$ cat config.mk
export PLATFORM = sky130hd
export DESIGN_NAME = pwm_dbuf_gen
export DESIGN_NICKNAME = d
export VERILOG_FILES = /design/src/rtl/pwm_dbuf_pkg.sv /design/src/rtl/pwm_prescaler.sv /design/src/rtl/pwm_timebase.sv /design/src/rtl/pwm_duty_shadow.sv /design/src/rtl/pwm_out_stage.sv /design/src/rtl/pwm_dbuf_gen.sv
export SDC_FILE = /design/constraint.sdc
export NUM_CORES = 1
export LEC_CHECK = 0
export BUFFER_PORTS_ARGS = -buffer_cell sky130_fd_sc_hd__buf_2
export CORE_MARGIN = 10
export CORE_UTILIZATION = 40
export CTS_BUF_LIST = sky130_fd_sc_hd__clkbuf_4 sky130_fd_sc_hd__clkbuf_8 sky130_fd_sc_hd__clkbuf_16
export DETAILED_ROUTE_END_ITERATION = 10
export GPL_ROUTABILITY_DRIVEN = 0
export SKIP_CTS_REPAIR_TIMING = 1
export SYNTH_ARGS = -nofsm -noshare
export SYNTH_HDL_FRONTEND = slang
export SYNTH_SLANG_ARGS = --single-unit
$ cat constraint.sdc
create_clock -name clk -period 2.5 [get_ports clk]
set_input_delay 0 -clock clk [delete_from_list [all_inputs] [get_ports clk]]
set_output_delay 0 -clock clk [all_outputs]
set_load 0.05 [all_outputs]
$ cat src/rtl/pwm_dbuf_pkg.sv
package pwm_dbuf_pkg;

  // Width of the system-clock divider behind each time-base step
  localparam int unsigned DIV_W = 4;

  // Prescale select to divider terminal value (ratio - 1)
  function automatic logic [DIV_W-1:0] psc_limit(input logic [1:0] sel);
    logic [DIV_W-1:0] lim;
    case (sel)
      2'b00:   lim = DIV_W'(0);
      2'b01:   lim = DIV_W'(3);
      default: lim = DIV_W'(15);
    endcase
    return lim;
  endfunction

  // Next output level from the three events that can move it
  function automatic logic pwm_next(input logic run,
                                    input logic boundary,
                                    input logic duty_nonzero,
                                    input logic hit,
                                    input logic cur);
    logic nxt;
    if (!run)          nxt = 1'b0;
    else if (boundary) nxt = duty_nonzero;
    else if (hit)      nxt = 1'b0;
    else               nxt = cur;
    return nxt;
  endfunction

endpackage

$ cat src/rtl/pwm_prescaler.sv
module pwm_prescaler
  import pwm_dbuf_pkg::*;
(
  input  logic       clk,
  input  logic       rst_n,
  input  logic       en_i,
  input  logic [1:0] sel_i,
  output logic       tick_o
);

  logic [DIV_W-1:0] div_q;
  logic [DIV_W-1:0] limit_w;

  assign limit_w = psc_limit(sel_i);
  assign tick_o  = en_i && (div_q >= limit_w);

  always_ff @(posedge clk or negedge rst_n) begin
    if (!rst_n)      div_q <= '0;
    else if (!en_i)  div_q <= '0;
    else if (tick_o) div_q <= '0;
    else             div_q <= div_q + 1'b1;
  end

endmodule

$ cat src/rtl/pwm_timebase.sv
module pwm_timebase #(
  parameter int unsigned CNT_W = 8,
  parameter int unsigned SUB_W = 2,
  localparam int unsigned TB_W = CNT_W + SUB_W
) (
  input  logic             clk,
  input  logic             rst_n,
  input  logic             en_i,
  input  logic             tick_i,
  input  logic [CNT_W-1:0] period_i,
  output logic [TB_W-1:0]  tb_q,
  output logic [TB_W-1:0]  tb_nxt,
  output logic             wrap_o
);

  logic sub_full_w;
  logic at_top_w;

  assign sub_full_w = &tb_q[SUB_W-1:0];
  assign at_top_w   = (tb_q[TB_W-1:SUB_W] == period_i);
  assign wrap_o     = tick_i && sub_full_w && at_top_w;

  always_comb begin
    if (!en_i || wrap_o) tb_nxt = '0;
    else if (tick_i)     tb_nxt = tb_q + 1'b1;
    else                 tb_nxt = tb_q;
  end

  always_ff @(posedge clk or negedge rst_n) begin
    if (!rst_n) tb_q <= '0;
    else        tb_q <= tb_nxt;
  end

endmodule

$ cat src/rtl/pwm_duty_shadow.sv
module pwm_duty_shadow #(
  parameter int unsigned HI_W = 8,
  parameter int unsigned LO_W = 2,
  localparam int unsigned DUTY_W = HI_W + LO_W
) (
  input  logic              clk,
  input  logic              rst_n,
  input  logic              load_i,
  input  logic [HI_W-1:0]   hi_i,
  input  logic [LO_W-1:0]   lo_i,
  output logic [DUTY_W-1:0] req_o,
  output logic [DUTY_W-1:0] shadow_q
);

  assign req_o = {hi_i, lo_i};

  // Upper part and fine latch held as separate fields
  logic [HI_W-1:0] hi_q;
  logic [LO_W-1:0] lo_q;

  always_ff @(posedge clk or negedge rst_n) begin
    if (!rst_n) begin
      hi_q <= '0;
      lo_q <= '0;
    end else if (load_i) begin
      hi_q <= hi_i;
      lo_q <= lo_i;
    end
  end

  assign shadow_q = {hi_q, lo_q};

endmodule

$ cat src/rtl/pwm_out_stage.sv
module pwm_out_stage
  import pwm_dbuf_pkg::*;
#(
  parameter int unsigned TB_W = 10
) (
  input  logic            clk,
  input  logic            rst_n,
  input  logic            en_i,
  input  logic            tick_i,
  input  logic            wrap_i,
  input  logic [TB_W-1:0] tb_nxt_i,
  input  logic [TB_W-1:0] shadow_i,
  input  logic [TB_W-1:0] req_i,
  output logic            match_o,
  output logic            pwm_q
);

  // Compare against the value the time base is about to take,
  // so the fall lands on the same edge the time base reaches the duty value.
  assign match_o = tick_i && !wrap_i && (tb_nxt_i == shadow_i);

  always_ff @(posedge clk or negedge rst_n) begin
    if (!rst_n) pwm_q <= 1'b0;
    else        pwm_q <= pwm_next(en_i, wrap_i, |req_i, match_o, pwm_q);
  end

endmodule

$ cat src/rtl/pwm_dbuf_gen.sv
module pwm_dbuf_gen #(
  parameter int unsigned CNT_W = 8,
  parameter int unsigned SUB_W = 2,
  localparam int unsigned TB_W = CNT_W + SUB_W
) (
  input  logic             clk,
  input  logic             rst_n,
  input  logic             en_i,
  input  logic [CNT_W-1:0] period_i,
  input  logic [CNT_W-1:0] duty_hi_i,
  input  logic [SUB_W-1:0] duty_lo_i,
  input  logic [1:0]       psc_sel_i,
  output logic             pwm_o,
  output logic [TB_W-1:0]  duty_shadow_o
);

  // Named internal events, visible to the bound checker
  logic            tick_w;
  logic            wrap_w;
  logic            match_w;
  logic [TB_W-1:0] tb_q;
  logic [TB_W-1:0] tb_nxt;
  logic [TB_W-1:0] req_w;

  pwm_prescaler u_psc (
    .clk    (clk),
    .rst_n  (rst_n),
    .en_i   (en_i),
    .sel_i  (psc_sel_i),
    .tick_o (tick_w)
  );

  pwm_timebase #(.CNT_W(CNT_W), .SUB_W(SUB_W)) u_tb (
    .clk      (clk),
    .rst_n    (rst_n),
    .en_i     (en_i),
    .tick_i   (tick_w),
    .period_i (period_i),
    .tb_q     (tb_q),
    .tb_nxt   (tb_nxt),
    .wrap_o   (wrap_w)
  );

  pwm_duty_shadow #(.HI_W(CNT_W), .LO_W(SUB_W)) u_shd (
    .clk      (clk),
    .rst_n    (rst_n),
    .load_i   (wrap_w),
    .hi_i     (duty_hi_i),
    .lo_i     (duty_lo_i),
    .req_o    (req_w),
    .shadow_q (duty_shadow_o)
  );

  pwm_out_stage #(.TB_W(TB_W)) u_out (
    .clk      (clk),
    .rst_n    (rst_n),
    .en_i     (en_i),
    .tick_i   (tick_w),
    .wrap_i   (wrap_w),
    .tb_nxt_i (tb_nxt),
    .shadow_i (duty_shadow_o),
    .req_i    (req_w),
    .match_o  (match_w),
    .pwm_q    (pwm_o)
  );

endmodule

==> flow_metrics.py <==
metrics = {
    "run_status": {
        "status": "finished, final reports clean",
    },
    "die": {
        "design.portCount": 34,
        "core_area_um2": 4000,
        "die_width_um": 84.3,
        "fp.dieH_um": 84.3,
        "dieArea_um2": 7100,
        "initial_core_util_pct": 41.3,
        "std_cell_rows": 23,
    },
    "logic_synthesis": {
        "synth_edf_count": 0,
        "synth_area_um2": 1650,
        "synth_cell_type_count": 48,
        "syn_inst": 169,
        "synth_async_sr_flop_share_pct": 100,
        "synth.yosys.warnings": 0,
        "yosys-top-cells-count": "sky130_fd_sc_hd__dfrtp_1, sky130_fd_sc_hd__nand2_1, sky130_fd_sc_hd__nor2_1",
        "synthDominantAreaCellType": "sky130_fd_sc_hd__dfrtp_1",
        "post-synth-top-count-cell": "sky130_fd_sc_hd__dfrtp_1",
        "ys_ff_latch": 25,
        "postSynthAreaPerCell_um2": 9.78,
        "syn_nets": 198,
        "synth.yosys.seq_area_share_pct": 37.9,
        "ys_dominant_reg_cell": "sky130_fd_sc_hd__dfrtp_1",
        "synth.area.top_cells": "sky130_fd_sc_hd__dfrtp_1, sky130_fd_sc_hd__xnor2_1, sky130_fd_sc_hd__mux2_1, sky130_fd_sc_hd__ha_1, sky130_fd_sc_hd__nand2_1",
        "synth_top_cell_area_share_pct": 37.9,
    },
    "setup_path": {
        "worstSetupEndpointType": "flip-flop",
        "timing.critical_path.cells": "ha_4 -> and3_4 -> a221o_2 -> nand3_4 -> nand2b_4 -> buf_12 -> nor3_1 -> a21oi_2 -> a2111oi_2 -> a311oi_1",
        "max_stage_delay_ns": 0.42,
        "arrival_ns": 2.55,
        "worst_ep_required_time_ns": 2.64,
        "worstSetupStartpointType": "flip-flop",
        "slowest_stage": "sky130_fd_sc_hd__dfrtp_1",
        "critical_path_class": "reg -> reg",
        "critical_path.top_delay_family": "compound AO/OA/AOI/OAI gates",
        "cp.buffers_inverters": 1,
        "critPathMaxFanout": 5,
    },
    "placed_design": {
        "port-buffer-count": 33,
        "dp_hpwl_um": 3350,
        "preCtsSetupSlack_ns": -0.104,
    },
    "pwr": {
        "net_switching_share_of_the_total_power_pct": 26.7,
        "power.combinational.fraction_pct": 21.8,
        "power.ir.vdd_worst_uv": 267,
        "power.internal_uw": 638,
        "total_leakage_power_nw": 1.04,
        "power_switching_uw": 232,
        "power.density_cell_area_nw_per_um2": 395,
        "pwr-share-seq_pct": 49.5,
        "share_clk_of_total_power_pct": 28.8,
    },
    "route": {
        "routed_wire_length_per_instance_um": 16.9,
        "drt_pre_antenna_iters": 4,
        "drt-vias-per-instance": 5.47,
        "detailroute.via_count": 1493,
        "totalWireLength_um": 4620,
        "drt_drc_violations_left": 0,
        "detailedRoute.firstIterationViolations": 153,
        "antenna_violating_nets_post_route": 0,
    },
    "final_layout": {
        "num_antenna_cells": 0,
        "utilization_pct": 55.1,
        "area_growth_syn_to_layout_pct": 33.3,
        "final_net_count": 253,
        "nFillCells": 359,
        "layout-drive-gt1-share_pct": 34.5,
    },
    "sta": {
        "worstMarginPinSlew_ns": 0.598,
        "report.final.setup_viol": 0,
        "timing.max_slew.rel_slack_pct": 60.1,
        "fmax_mhz": 414,
        "drv_slew": 0,
        "final.period_utilization_pct": 96.6,
        "hold_violations": 0,
        "worst_clock_skew_ns": 0.000873,
        "finalWorstSetupSlack_ns": 0.0852,
        "fin_crit_ns": 2.41,
    },
    "clock_network": {
        "clk_latency_ns": 0.26,
        "cts_tree": "yes",
        "clockBufferDepth": 2,
        "cts.sinks": 25,
        "cts.clk_slew.worst_paths_ns": 0.09,
        "clockRootBuffer": "sky130_fd_sc_hd__clkbuf_8",
        "cts_inserted_buffers": 3,
        "htree_num_levels": 1,
    },
    "global_route": {
        "grt_pass1_vias": 1532,
        "antenna_violations_before_repair": 0,
        "global_route_wire_length_before_repair_um": 7160,
        "maximum_number_of_pins_on_one_net_before_global_route_repair": 26,
        "gr-usage-all-layers_pct": 11.8,
        "grt-ovfl-total": 0,
    },
    "run": {
        "cap_violations": 0,
    },
    "worst_hold_path": {
        "min-delay-path-class": "in -> reg",
    },
}
path summary, 6_finish.rpt:
check,from,end,slack (ns),depth (start not counted)
worst max-delay path,u_psc.div_q[2],u_out.pwm_q,0.09,10
worst min-delay path,en_i,u_tb.tb_q[6],0.13,2
worst max register to register,u_psc.div_q[2],u_out.pwm_q,0.09,10
worst min register to register,u_shd.hi_q[6],u_shd.hi_q[6],0.54,1
max in group asynchronous,rst_n,u_tb.tb_q[3],1.83,2
min in group asynchronous,rst_n,u_shd.hi_q[6],0.26,2
final cells by class:
type	count	area, µm²	share of cell area (%)
inverter	7	26.3	1.19
multi-input combinational	129	1040	47.2
timing repair buffer	58	397	18.0
clock buffer	4	48.8	2.21
sequential	25	628	28.5
tap	50	62.6	2.84
logic make-up (layout without fill, tap and decap cells):
logic type,after synthesis,count (layout),synth area share [%]
and+or+nand+nor,61,61,19.6
muxes,10,10,6.74
AOI/OAI and AO/OA,33,33,14.8
adders and majority gates,6,6,4.54
buffers and inverters,15,69,5.45
DFF,25,25,37.9
xor gates and xnor gates,19,19,11.0
power by group through the flow:
stage	Clock (mW)	Combinational (mW)	Sequential, mW
5_1_grt	0.281	0.208	0.432
3_5_place_dp	0	0.145	0.437
3_3_place_gp	0	0.138	0.436
2_1_floorplan	0	0.0855	0.435
4_1_cts	0.261	0.145	0.429
6_report	0.250	0.190	0.430
sequential cells by signal, indices dropped and copies added, names as in the netlist:
name	cells
u_out.pwm_q	1
u_psc.div_q	4
u_shd.hi_q	8
u_shd.lo_q	2
u_tb.tb_q	10
worst reg2reg max path, stage by stage, from the launching register on:
cell and delay [ns]:
sky130_fd_sc_hd__dfrtp_1 0.42, sky130_fd_sc_hd__ha_4 0.28, sky130_fd_sc_hd__and3_4 0.19, sky130_fd_sc_hd__a221o_2 0.22
sky130_fd_sc_hd__nand3_4 0.11, sky130_fd_sc_hd__nand2b_4 0.19, sky130_fd_sc_hd__buf_12 0.13, sky130_fd_sc_hd__nor3_1 0.18
sky130_fd_sc_hd__a21oi_2 0.08, sky130_fd_sc_hd__a2111oi_2 0.35, sky130_fd_sc_hd__a311oi_1 0.14
cell usage in the layout, fill, tap and decap left out, types with 3 or more instances in the layout:
master | synthesis | final
sky130_fd_sc_hd__buf_2 | 3 | 33
sky130_fd_sc_hd__dfrtp_1 | 25 | 23
sky130_fd_sc_hd__nand2_1 | 17 | 17
sky130_fd_sc_hd__buf_4 | 0 | 12
sky130_fd_sc_hd__dlygate4sd3_1 | 0 | 11
sky130_fd_sc_hd__xnor2_1 | 10 | 10
sky130_fd_sc_hd__nor2_1 | 11 | 9
sky130_fd_sc_hd__a21oi_1 | 9 | 8
sky130_fd_sc_hd__inv_1 | 7 | 7
sky130_fd_sc_hd__mux2_1 | 7 | 7
sky130_fd_sc_hd__xor2_1 | 7 | 6
sky130_fd_sc_hd__nor3_1 | 5 | 5
sky130_fd_sc_hd__nand4_1 | 4 | 4
sky130_fd_sc_hd__nand3_1 | 4 | 4
sky130_fd_sc_hd__o21a_1 | 4 | 4
sky130_fd_sc_hd__ha_1 | 6 | 4
sky130_fd_sc_hd__o21ai_0 | 3 | 3
sky130_fd_sc_hd__or3_1 | 3 | 3
sky130_fd_sc_hd__clkbuf_8 | 0 | 3
per-layer routing:
metal	global-route usage, %	part of all wire, %	vias to the layer above
met5	0	0	-
met1	14.9	43	716
li1	-	-	716
met3	3.29	5.8	8
met2	18.7	50	53
met4	4.11	1.8	0
per-stage QoR:
step                      instances  area, µm²  TNS, ns  hold slack (ns)  power, mW
final                           273       2200        0            0.132      0.870
after detailed placement        252       1880   -0.749           0.0217      0.582
after global routing            273       2200  -0.0331            0.134      0.922
after global placement          252       1880        0           0.0120      0.574
after floorplan                 169       1650        0           -0.296      0.521
after CTS                       256       1930   -0.864           -0.270      0.835
Power figures use the tool's default switching activity.
